<file path="config.mk">
export PLATFORM = sky130hd
export DESIGN_NAME = adc_seq_flags
export DESIGN_NICKNAME = d
export VERILOG_FILES = /design/src/rtl/adc_flags_pkg.sv /design/src/rtl/adc_bus_decode.sv /design/src/rtl/adc_start_guard.sv /design/src/rtl/adc_chan_flags.sv /design/src/rtl/adc_evt_flags.sv /design/src/rtl/adc_seq_flags.sv
export SDC_FILE = /design/constraint.sdc
export NUM_CORES = 1
export LEC_CHECK = 0
export BUFFER_PORTS_ARGS = -buffer_cell sky130_fd_sc_hd__clkbuf_2
export CAP_MARGIN = 15
export CORE_MARGIN = 2
export CORE_UTILIZATION = 34
export CTS_BUF_LIST = sky130_fd_sc_hd__clkbuf_8
export CTS_CLUSTER_SIZE = 24
export DETAILED_ROUTE_END_ITERATION = 12
export PLACE_DENSITY_LB_ADDON = 0.3
export SLEW_MARGIN = 5
export SYNTH_ARGS = -nofsm -noshare
export SYNTH_HDL_FRONTEND = slang
export SYNTH_SLANG_ARGS = --single-unit
</file>
<file path="constraint.sdc">
create_clock -name clk -period 0.9 [get_ports clk]
set_input_delay 0.09 -clock clk [delete_from_list [all_inputs] [get_ports clk]]
set_output_delay 0.09 -clock clk [all_outputs]
set_load 0.02 [all_outputs]
</file>
<file path="src/rtl/adc_flags_pkg.sv">
// Shared register selects, status clear bit positions and decoded command type.
package adc_flags_pkg;

    localparam int ADDR_W = 3;
    localparam int STAT_W = 3;

    // Bit positions inside a status clear write
    localparam int CLR_SEQ_BIT = 0;
    localparam int CLR_TOV_BIT = 1;
    localparam int CLR_FOV_BIT = 2;

    typedef enum logic [ADDR_W-1:0] {
        SEL_CFG_A = 3'd0,
        SEL_CFG_B = 3'd1,
        SEL_CFG_C = 3'd2,
        SEL_GO    = 3'd3,
        SEL_STAT  = 3'd4
    } reg_sel_e;

    typedef struct packed {
        logic go;       // start register written
        logic abort;    // control register written
        logic clr_seq;  // write-one-to-clear of sequence flag
        logic clr_tov;  // write-one-to-clear of trigger overrun
        logic clr_fov;  // write-one-to-clear of result overrun
    } bus_cmd_t;

endpackage

</file>
<file path="src/rtl/adc_bus_decode.sv">
// Decodes register writes into start, abort and status-clear commands and
// turns a result read into a one-hot channel clear vector when clear-on-read
// is enabled. Assumes one bus access per cycle; purely combinational.
module adc_bus_decode
    import adc_flags_pkg::*;
#(
    parameter int N_CH  = 8,
    parameter int IDX_W = $clog2(N_CH)
) (
    input  logic              bus_wr,
    input  logic [ADDR_W-1:0] bus_addr,
    input  logic [STAT_W-1:0] bus_wdata,
    input  logic              res_rd,
    input  logic [IDX_W-1:0]  res_idx,
    input  logic              fast_clr_en,
    output bus_cmd_t          cmd,
    output logic [N_CH-1:0]   rd_clr
);

    // Map a write address onto exactly one command class
    always_comb begin
        cmd = '0;
        if (bus_wr) begin
            case (bus_addr)
                SEL_CFG_A, SEL_CFG_B, SEL_CFG_C: cmd.abort = 1'b1;
                SEL_GO:   cmd.go = 1'b1;
                SEL_STAT: begin
                    cmd.clr_seq = bus_wdata[CLR_SEQ_BIT];
                    cmd.clr_tov = bus_wdata[CLR_TOV_BIT];
                    cmd.clr_fov = bus_wdata[CLR_FOV_BIT];
                end
                default: cmd = '0;
            endcase
        end
    end

    // One clear line per channel, raised by a read of its result register
    for (genvar i = 0; i < N_CH; i++) begin : g_rdclr
        assign rd_clr[i] = res_rd & fast_clr_en & (res_idx == IDX_W'(i));
    end

endmodule

</file>
<file path="src/rtl/adc_start_guard.sv">
// Blanking window after a start write: completions from the conversion that
// was in flight are discarded during the write cycle and GUARD_CYC cycles
// after it. Assumes GUARD_CYC >= 0; a new start reloads the window.
module adc_start_guard #(
    parameter int GUARD_CYC = 2
) (
    input  logic clk,
    input  logic rst_n,
    input  logic go,
    output logic blank
);

    localparam int CNT_W = $clog2(GUARD_CYC + 2);

    logic [CNT_W-1:0] cnt;

    // Count down the remaining blanked cycles
    always_ff @(posedge clk) begin
        if (!rst_n)          cnt <= '0;
        else if (go)         cnt <= CNT_W'(GUARD_CYC);
        else if (cnt != '0)  cnt <= cnt - 1'b1;
    end

    assign blank = go | (cnt != '0);

    // Window never exceeds its configured length
    always_comb begin
        if (rst_n) a_cnt_range_r4: assert (int'(cnt) <= GUARD_CYC);
    end

    if (GUARD_CYC > 0) begin : g_win_chk
        p_window_open_r4: assert property (@(posedge clk) disable iff (!rst_n)
            go |=> blank);
    end

endmodule

</file>
<file path="src/rtl/adc_chan_flags.sv">
// Per-channel conversion-complete flags. Each bit has its own set and clear
// so a read-clear of one channel never masks a set of another. Priority per
// bit: start clear, then accepted completion, then read clear.
module adc_chan_flags #(
    parameter int N_CH = 8
) (
    input  logic            clk,
    input  logic            rst_n,
    input  logic            go,
    input  logic            blank,
    input  logic [N_CH-1:0] done,
    input  logic [N_CH-1:0] rd_clr,
    output logic [N_CH-1:0] flags
);

    for (genvar i = 0; i < N_CH; i++) begin : g_ch
        // Update one channel flag from its own set and clear requests
        always_ff @(posedge clk) begin
            if (!rst_n)                   flags[i] <= 1'b0;
            else if (go)                  flags[i] <= 1'b0;
            else if (done[i] && !blank)   flags[i] <= 1'b1;
            else if (rd_clr[i])           flags[i] <= 1'b0;
        end

        p_set_not_masked_r6: assert property (@(posedge clk) disable iff (!rst_n)
            (done[i] && !blank && !go) |=> flags[i]);

        p_blank_holds_r4: assert property (@(posedge clk) disable iff (!rst_n)
            (blank && !flags[i]) |=> !flags[i]);

        p_read_clears_r5: assert property (@(posedge clk) disable iff (!rst_n)
            (rd_clr[i] && !done[i]) |=> !flags[i]);

        p_start_clears_r3: assert property (@(posedge clk) disable iff (!rst_n)
            go |=> !flags[i]);
    end

    p_rdclr_single_r5: assert property (@(posedge clk) disable iff (!rst_n)
        $onehot0(rd_clr));

endmodule

</file>
<file path="src/rtl/adc_evt_flags.sv">
// Sequence-complete, trigger-overrun and result-overrun flags plus the gated
// sequence interrupt flag. Detects the active trigger edge from a registered
// copy of the trigger level. Assumes trig_in is already synchronous.
module adc_evt_flags (
    input  logic clk,
    input  logic rst_n,
    input  logic go,
    input  logic abort,
    input  logic ext_start,
    input  logic clr_seq,
    input  logic clr_tov,
    input  logic clr_fov,
    input  logic blank,
    input  logic seq_done,
    input  logic trig_in,
    input  logic trig_pol,
    input  logic conv_busy,
    input  logic fifo_ovf,
    input  logic irq_en,
    output logic seq_flag,
    output logic trig_ovr,
    output logic fifo_ovr,
    output logic seq_irq
);

    logic trig_q;
    logic act_edge;
    logic seq_n;

    // Remember the previous trigger level for edge detection
    always_ff @(posedge clk) begin
        if (!rst_n) trig_q <= 1'b0;
        else        trig_q <= trig_in;
    end

    assign act_edge = trig_pol ? (trig_in & ~trig_q) : (~trig_in & trig_q);

    // Next sequence flag: start clear first, then set, then write-one-clear
    always_comb begin
        if (go)                      seq_n = 1'b0;
        else if (seq_done && !blank) seq_n = 1'b1;
        else if (clr_seq)            seq_n = 1'b0;
        else                         seq_n = seq_flag;
    end

    // Register the sequence flag and its enabled interrupt copy
    always_ff @(posedge clk) begin
        if (!rst_n) begin
            seq_flag <= 1'b0;
            seq_irq  <= 1'b0;
        end else begin
            seq_flag <= seq_n;
            seq_irq  <= seq_n & irq_en;
        end
    end

    // Trigger overrun: abort clears, busy active edge sets, status write clears
    always_ff @(posedge clk) begin
        if (!rst_n)                      trig_ovr <= 1'b0;
        else if (abort)                  trig_ovr <= 1'b0;
        else if (act_edge && conv_busy)  trig_ovr <= 1'b1;
        else if (clr_tov)                trig_ovr <= 1'b0;
    end

    // Result overrun: any sequence start clears, overrun sets, status write clears
    always_ff @(posedge clk) begin
        if (!rst_n)                fifo_ovr <= 1'b0;
        else if (go || ext_start)  fifo_ovr <= 1'b0;
        else if (fifo_ovf)         fifo_ovr <= 1'b1;
        else if (clr_fov)          fifo_ovr <= 1'b0;
    end

    p_irq_needs_seq_r11: assert property (@(posedge clk) disable iff (!rst_n)
        seq_irq |-> seq_flag);

    p_abort_clears_r8: assert property (@(posedge clk) disable iff (!rst_n)
        abort |=> !trig_ovr);

    p_ovr_needs_edge_r9: assert property (@(posedge clk) disable iff (!rst_n)
        (!trig_ovr && !(act_edge && conv_busy)) |=> !trig_ovr);

    p_start_clears_fifo_r10: assert property (@(posedge clk) disable iff (!rst_n)
        (go || ext_start) |=> !fifo_ovr);

    p_start_clears_seq_r3: assert property (@(posedge clk) disable iff (!rst_n)
        go |=> (!seq_flag && !seq_irq));

    p_set_beats_w1c_r7: assert property (@(posedge clk) disable iff (!rst_n)
        (seq_done && !blank) |=> seq_flag);

endmodule

</file>
<file path="src/rtl/adc_seq_flags.sv">
// Top of the ADC sequence status flag logic. Wires the bus decoder, the
// post-start blanking window, the per-channel flags and the event flags.
// Assumes all inputs are synchronous to clk and event inputs are pulses.
module adc_seq_flags
    import adc_flags_pkg::*;
#(
    parameter int N_CH      = 8,
    parameter int GUARD_CYC = 2,
    localparam int IDX_W    = $clog2(N_CH)
) (
    input  logic              clk,
    input  logic              rst_n,
    input  logic              bus_wr,
    input  logic [ADDR_W-1:0] bus_addr,
    input  logic [STAT_W-1:0] bus_wdata,
    input  logic              res_rd,
    input  logic [IDX_W-1:0]  res_idx,
    input  logic              fast_clr_en,
    input  logic              seq_irq_en,
    input  logic              trig_pol,
    input  logic              trig_in,
    input  logic              conv_busy,
    input  logic [N_CH-1:0]   chan_done,
    input  logic              seq_done,
    input  logic              ext_start,
    input  logic              fifo_ovf,
    output logic [N_CH-1:0]   ch_flags,
    output logic              seq_flag,
    output logic              trig_ovr,
    output logic              fifo_ovr,
    output logic              seq_irq,
    output logic              seq_start,
    output logic              seq_abort
);

    bus_cmd_t        cmd;
    logic [N_CH-1:0] rd_clr;
    logic            blank;

    adc_bus_decode #(.N_CH(N_CH), .IDX_W(IDX_W)) u_dec (
        .bus_wr      (bus_wr),
        .bus_addr    (bus_addr),
        .bus_wdata   (bus_wdata),
        .res_rd      (res_rd),
        .res_idx     (res_idx),
        .fast_clr_en (fast_clr_en),
        .cmd         (cmd),
        .rd_clr      (rd_clr)
    );

    adc_start_guard #(.GUARD_CYC(GUARD_CYC)) u_guard (
        .clk   (clk),
        .rst_n (rst_n),
        .go    (cmd.go),
        .blank (blank)
    );

    adc_chan_flags #(.N_CH(N_CH)) u_ch (
        .clk    (clk),
        .rst_n  (rst_n),
        .go     (cmd.go),
        .blank  (blank),
        .done   (chan_done),
        .rd_clr (rd_clr),
        .flags  (ch_flags)
    );

    adc_evt_flags u_evt (
        .clk       (clk),
        .rst_n     (rst_n),
        .go        (cmd.go),
        .abort     (cmd.abort),
        .ext_start (ext_start),
        .clr_seq   (cmd.clr_seq),
        .clr_tov   (cmd.clr_tov),
        .clr_fov   (cmd.clr_fov),
        .blank     (blank),
        .seq_done  (seq_done),
        .trig_in   (trig_in),
        .trig_pol  (trig_pol),
        .conv_busy (conv_busy),
        .fifo_ovf  (fifo_ovf),
        .irq_en    (seq_irq_en),
        .seq_flag  (seq_flag),
        .trig_ovr  (trig_ovr),
        .fifo_ovr  (fifo_ovr),
        .seq_irq   (seq_irq)
    );

    assign seq_start = cmd.go;
    assign seq_abort = cmd.abort;

    // Decoded start and abort never appear without a bus write
    p_cmd_needs_write_r12: assert property (@(posedge clk) disable iff (!rst_n)
        (seq_start || seq_abort) |-> bus_wr);

endmodule

</file>
==> results_dict.tcl, run 1 <==
set metrics [dict create \
    rsz0062_at_grt "true" \
    nets 155 \
    busiest_layer "met2" \
    clock_power_share 0.335 \
    path_clk_slew_ns 0.06 \
    place_hpwl_um 1390 \
    overflow 0 \
    syn_area_per_cell_um2 9.12 \
    pwr-share-comb 0.203 \
    synthXorXnorAreaFrac 0 \
    use_met1 0.181 \
    drc 0 \
    num_vias 736 \
    seq_area_frac_synth 0.451 \
    yosys_warnings 0 \
    finalHoldViolCount 0 \
    crit_type "reg2reg" \
    violations "negative setup slack" \
    dieHeight_um 48.2 \
    power.density_nw_per_um2 1540 \
    place_congestion 0.689 \
    power_switching_w 0.000426 \
    synth_compound_area_frac 0.195 \
    ir_worst_vdd_mv 0.874 \
    cts_root_buf "clkbuf_8" \
    worstSetupEndpointType "flop" \
    layout-drive-gt1-share 0.488 \
    initial_core_util 0.350 \
    multi_input_area_um2 364 \
    post_drt_wl_per_cell_um 11.5 \
    tightest_slew_ns 0.268 \
    grt_max_degree 10 \
    synth.area.mux_share 0 \
    rr_endpoint "u_evt.trig_ovr" \
    hold_path_end "u_evt.fifo_ovr" \
    reg2reg_slack_ns -0.07 \
    path_max_fanout 2 \
    routed_wl_um 1740 \
    drtPass1Iterations 4 \
    h-tree-depth 1 \
    r2r_cells 3 \
    critical_path_required_ns 1.09 \
    io_buffers 42 \
    final-seq-area_um2 303 \
    period_needed_ns 0.971 \
    vias_per_cell 4.84 \
    power.leakage_nw 0.541 \
    clock-sinks 15 \
    synth_top_family_by_area "simple AND/OR/NAND/NOR gates" \
    cts_tree "done" \
    area_growth_pct 55.5 \
    fmax_mhz 1030 \
    syn_nets 102 \
    core-area_um2 1900 \
    relSlewSlack 0.821 \
    setup_violations 1 \
    critical_path_arrival_ns 1.16 \
    internal_power_w 0.00117 \
    grt.total_usage 0.155 \
    row_count 16 \
    grt_pass1_vias 611 \
    die-area_um2 2330 \
    cts_buffer_depth 2 \
    final_core_util 0.544 \
    worst_slack_ns -0.0709 \
    use_met2 0.261 \
    syn_inst 73 \
    status "finished, violations left" \
    ant_nets 0 \
    place_ws_ns -0.104 \
    synth_cell_types 24 \
    maxCapViolCount 0 \
    numCtsBuffers 3 \
    worstSkewPairLatency_ns 0.24 \
    min_path_cells 2 \
    setup.worst_path.start_class "flop" \
    fin_crit_sh 1.08 \
    r2r_start "u_evt.trig_q" \
    diodes 0 \
    p_sw_frac 0.267 \
    io_pins 43 \
    antenna_found_initial 0 \
    hold_class "in2reg" \
    drv_slew 0 \
    drt_iter0_markers 11 \
    nFillCells 193 \
    place_area_um2 950 \
    netlist_area_um2 666 \
    die_x_um 48.2 \
    synthAdderAreaFrac 0 \
    fin_area_um2 1030 \
    seqPwrFrac 0.462 \
    fin_setup_tns_ns -0.0709 \
    grt_pass1_wl_um 2500 \
    min_from "ext_start" \
    met3_usage 0.0481 \
    yosys.area_share.simple 0.323 \
    p_total_w 0.00159 \
    ys_seq_elements 15 \
    skew_ns 0.000945 \
]
[per-layer routing]
metal | wire, um | share of wire
met4 | 10 | 0.0057
met3 | 156 | 0.090
met2 | 812 | 0.47
met1 | 762 | 0.44
met5 | 0 | 0
[flip-flops by register name, indices dropped and copies added (netlist names)]
name / count
u_evt.seq_irq: 1
u_evt.seq_flag: 1
u_ch.flags: 8
u_evt.trig_ovr: 1
u_guard.cnt: 2
u_evt.trig_q: 1
u_evt.fifo_ovr: 1
[layout by cell type, fill, tap and decap left out, types with 2 or more instances in the layout]
master,netlist,layout
dfxtp_2,0,2
inv_1,2,2
o31ai_1,2,2
nand3b_1,3,3
clkbuf_2,0,41
nand2b_1,2,2
dfxtp_1,15,13
o21ai_0,6,6
buf_4,1,7
and2_1,2,2
clkbuf_8,0,3
a21oi_1,8,8
nand2_1,4,4
a21boi_1,3,3
o22ai_1,2,2
nand3_1,12,11
buf_6,0,2
[synthesized netlist by cell type]
master	instances	area share
nand3_1	12	0.090
nand4_1	1	0.0094
buf_4	1	0.011
o31ai_1	2	0.023
nor3b_2	1	0.019
and2_1	2	0.019
buf_2	1	0.0075
nand3b_1	3	0.034
nand2_1	4	0.023
nor4_1	1	0.0094
nand2b_1	2	0.019
inv_1	2	0.011
nor2_2	1	0.0094
a21boi_1	3	0.034
o22ai_1	2	0.019
dfxtp_1	15	0.45
o21ai_0	6	0.045
nor2_1	1	0.0056
or3b_1	1	0.013
nand4b_2	1	0.023
o211a_1	1	0.015
a21oi_1	8	0.060
nor4bb_4	1	0.038
and3b_1	1	0.013
[critical path, stage by stage, from the launching register on]
cell and delay, ns:
dfxtp_2 0.32, or3b_1 0.34, a21boi_1 0.13, o211a_1 0.14
[power groups by stage]
stage | clock, W | sequential, W | combinational [W]
2_1_floorplan | 0 | 0.000801 | 0.000105
3_3_place_gp | 0 | 0.000746 | 0.000307
3_5_place_dp | 0 | 0.000749 | 0.000313
4_1_cts | 0.000547 | 0.000736 | 0.000316
5_1_grt | 0.000581 | 0.000741 | 0.000359
6_report | 0.000534 | 0.000736 | 0.000323
[through the flow]
stage               cells  hold slack [ns]
floorplan              73            0.167
finish                152          0.00730
global placement      147            0.257
CTS                   151         0.000786
detailed placement    147            0.260
global route          152           0.0119
[how the worst max path moves through the flow]
stage | start | endpoint | slack, ns | cells past startpoint
2_1_floorplan | u_evt.trig_q | u_evt.trig_ovr | -0.02 | 3
3_3_place_gp | bus_addr[0] | u_evt.trig_ovr | -0.06 | 4
3_5_place_dp | bus_addr[0] | u_evt.trig_ovr | -0.10 | 4
4_1_cts | u_evt.trig_q | u_evt.trig_ovr | -0.08 | 3
5_1_grt | u_evt.trig_q | u_evt.trig_ovr | -0.13 | 3
6_report | u_evt.trig_q | u_evt.trig_ovr | -0.07 | 3
[cells by family after synthesis]
kind of cell    count (synthesis)
simple gates                   32
compound gates                 22
flops                          15
buf+inv                         4
[final cells by class]
| cell class | instances | area share |
|---|---|---|
| clock buffers | 3 | 0.0399 |
| clock inverters | 1 | 0.00484 |
| inverters | 2 | 0.00726 |
| multi-input cells | 54 | 0.352 |
| flip-flops and latches | 15 | 0.293 |
| well taps | 27 | 0.0326 |
| repair buffers | 50 | 0.271 |
[repair_timing]
item | in CTS | in global routing
hold buffers | 0 | 0
pin swaps | 0 | 2
setup endpoints to repair | 4 | 10
endpoints found under the hold margin | 0 | 0
resized for setup | 3 | 6
buffers inserted | 0 | 1
No activity file was read; power rests on OpenSTA's default activity.
==> run 2, diff against run 1 <==
PLACE_DENSITY = 0.69   (was not set)
PLACE_DENSITY_LB_ADDON = not set   (was 0.3)
==> run 2 against run 1 <==
The flow still finishes with violations (negative setup slack). Clock power fell by 5.1%. Die area did not move. Combinational power rose by 8.7%. First-iteration DRC count fell by 73%. Register-to-register slack got worse by 0.03 ns. Highest routed layer is now met3.
==> results_dict.tcl, run 2 (synthesis gave the netlist of run 1 again) <==
set metrics [dict create \
    io_pins 43 \
    power.density_nw_per_um2 1460 \
    crit_type "reg2reg" \
    numCtsBuffers 3 \
    ir_worst_vdd_mv 0.685 \
    worst_hold_slack_ns 0.00693 \
    relSlewSlack 0.823 \
    path_clk_slew_ns 0.06 \
    p_total_w 0.00159 \
    final_common_cell "clkbuf_2" \
    reg.largest.list "u_ch.flags (8), u_guard.cnt (2)" \
    clock-sinks 15 \
    worstPathCellList "or3b_1 -> a21boi_2 -> o211a_1" \
    drc 0 \
    critical_path_required_ns 1.09 \
    power.leakage_nw 0.562 \
    setup_violations 1 \
    grt_max_degree 10 \
    period_needed_ns 0.996 \
    drv_slew 0 \
    io_buffers 42 \
    place_congestion 0.751 \
    grt.total_usage 0.158 \
    initial_core_util 0.350 \
    ant_nets 0 \
    die_x_um 48.2 \
    mostFrequentLayoutCells "40 x clkbuf_2, 13 x dfxtp_1, 9 x nand3_1" \
    layout-drive-gt1-share 0.552 \
    cp_slowest_cell "or3b_1" \
    setup.worst_path.start_class "flop" \
    diodes 0 \
    nets 155 \
    antenna_found_initial 0 \
    tightest_slew_ns 0.263 \
    core-area_um2 1900 \
    worst_slack_ns -0.0965 \
    fmax_mhz 1000 \
    maxCapViolCount 0 \
    largest-register "u_ch.flags" \
    skew_ns 0.00141 \
    status "finished, violations left" \
    hold_class "in2reg" \
    dieHeight_um 48.2 \
    num_vias 737 \
    rsz0062_at_grt "true" \
    fin_crit_sh 1.11 \
    cts_root_buf "clkbuf_8" \
    routed_wl_um 1700 \
    worstSetupEndpointType "flop" \
    critical_path_arrival_ns 1.18 \
    path_max_fanout 2 \
    post_drt_wl_per_cell_um 11.2 \
    die-area_um2 2330 \
    finalHoldViolCount 0 \
    hold_buffers 0 \
    grt_pass1_vias 674 \
    slowest_delay_ns 0.36 \
    largest_register_ffs 8 \
    cts_buffer_depth 2 \
    final_core_util 0.573 \
    place_hpwl_um 1380 \
    overflow 0 \
    h-tree-depth 1 \
    vias_per_cell 4.85 \
    worstSkewPairLatency_ns 0.24 \
    violations "negative setup slack" \
    area_growth_pct 63.7 \
    row_count 16 \
    drtPass1Iterations 2 \
    cts_tree "done" \
    nFillCells 185 \
    drt_iter0_markers 3 \
    grt_pass1_wl_um 2550 \
]
==> run 2: cell count changes in the layout (fill, tap and decap cells not counted), moves of 2 or more <==
cell | previous run | this run
a21oi_1 | 8 | 4
a21oi_2 | 0 | 4
nand3_1 | 11 | 9
nand3_2 | 1 | 3
o22ai_1 | 2 | 0
o22ai_2 | 0 | 2
==> run 2: metal layers <==
metal / global-route usage / vias to the layer above / wire length, um
li1: - / 377 / -
met1: 0.193 / 325 / 703
met2: 0.253 / 35 / 846
met3: 0.0556 / 0 / 146
met4: 0.0649 / 0 / 0
met5: 0 / - / 0
==> run 2: what timing repair did <==
item | CTS | global route
buffers inserted | 0 | 0
gates resized for setup | 2 | 18
pin swaps | 0 | 3
endpoints found under the setup margin | 2 | 9
==> run 2: where the power goes <==
part	leakage, nW	total [W]	internal, W	switching (W)
logic	0.410	0.000351	0.000163	0.000189
clock network	0.0269	0.000507	0.000301	0.000206
registers	0.125	0.000736	0.000713	0.0000229
==> run 2: layout make-up <==
| cell class | instances | area (um2) | area share |
|---|---|---|---|
| multi-input cells | 54 | 405 | 0.372 |
| repair buffers | 50 | 295 | 0.271 |
| clock buffers | 3 | 41.3 | 0.0379 |
| inverters | 2 | 7.51 | 0.00689 |
| flip-flops and latches | 15 | 303 | 0.278 |
| well taps | 27 | 33.8 | 0.0310 |
| clock inverters | 1 | 3.75 | 0.00344 |
==> run 2: stage by stage <==
| step | area [um2] | setup TNS (ns) | cells | setup slack (ns) |
|---|---|---|---|---|
| 2_1_floorplan | 666 | -0.0218 | 73 | -0.0218 |
| 3_3_place_gp | 970 | -0.191 | 148 | -0.0537 |
| 3_5_place_dp | 970 | -0.553 | 148 | -0.120 |
| 5_1_grt | 1090 | -0.158 | 152 | -0.140 |
| 6_report | 1090 | -0.0965 | 152 | -0.0965 |
| 4_1_cts | 1020 | -0.106 | 152 | -0.106 |
==> run 2: final timing paths <==
path / slack [ns] / end / depth (start not counted) / from
setup / recovery: -0.1 / u_evt.trig_ovr / 3 / u_evt.trig_q
hold / removal: 0.007 / u_evt.fifo_ovr / 2 / ext_start
setup reg to reg: -0.1 / u_evt.trig_ovr / 3 / u_evt.trig_q
hold reg to reg: 0.47 / u_ch.flags[4] / 2 / u_ch.flags[4]
==> run 2: worst max-delay path, delay by kind of cell (launching register included) <==
kind             cells  cell delay (ns)
AO/OA/AOI/OAI        2             0.27
flip-flops           1             0.32
AND/OR/NAND/NOR      1             0.36
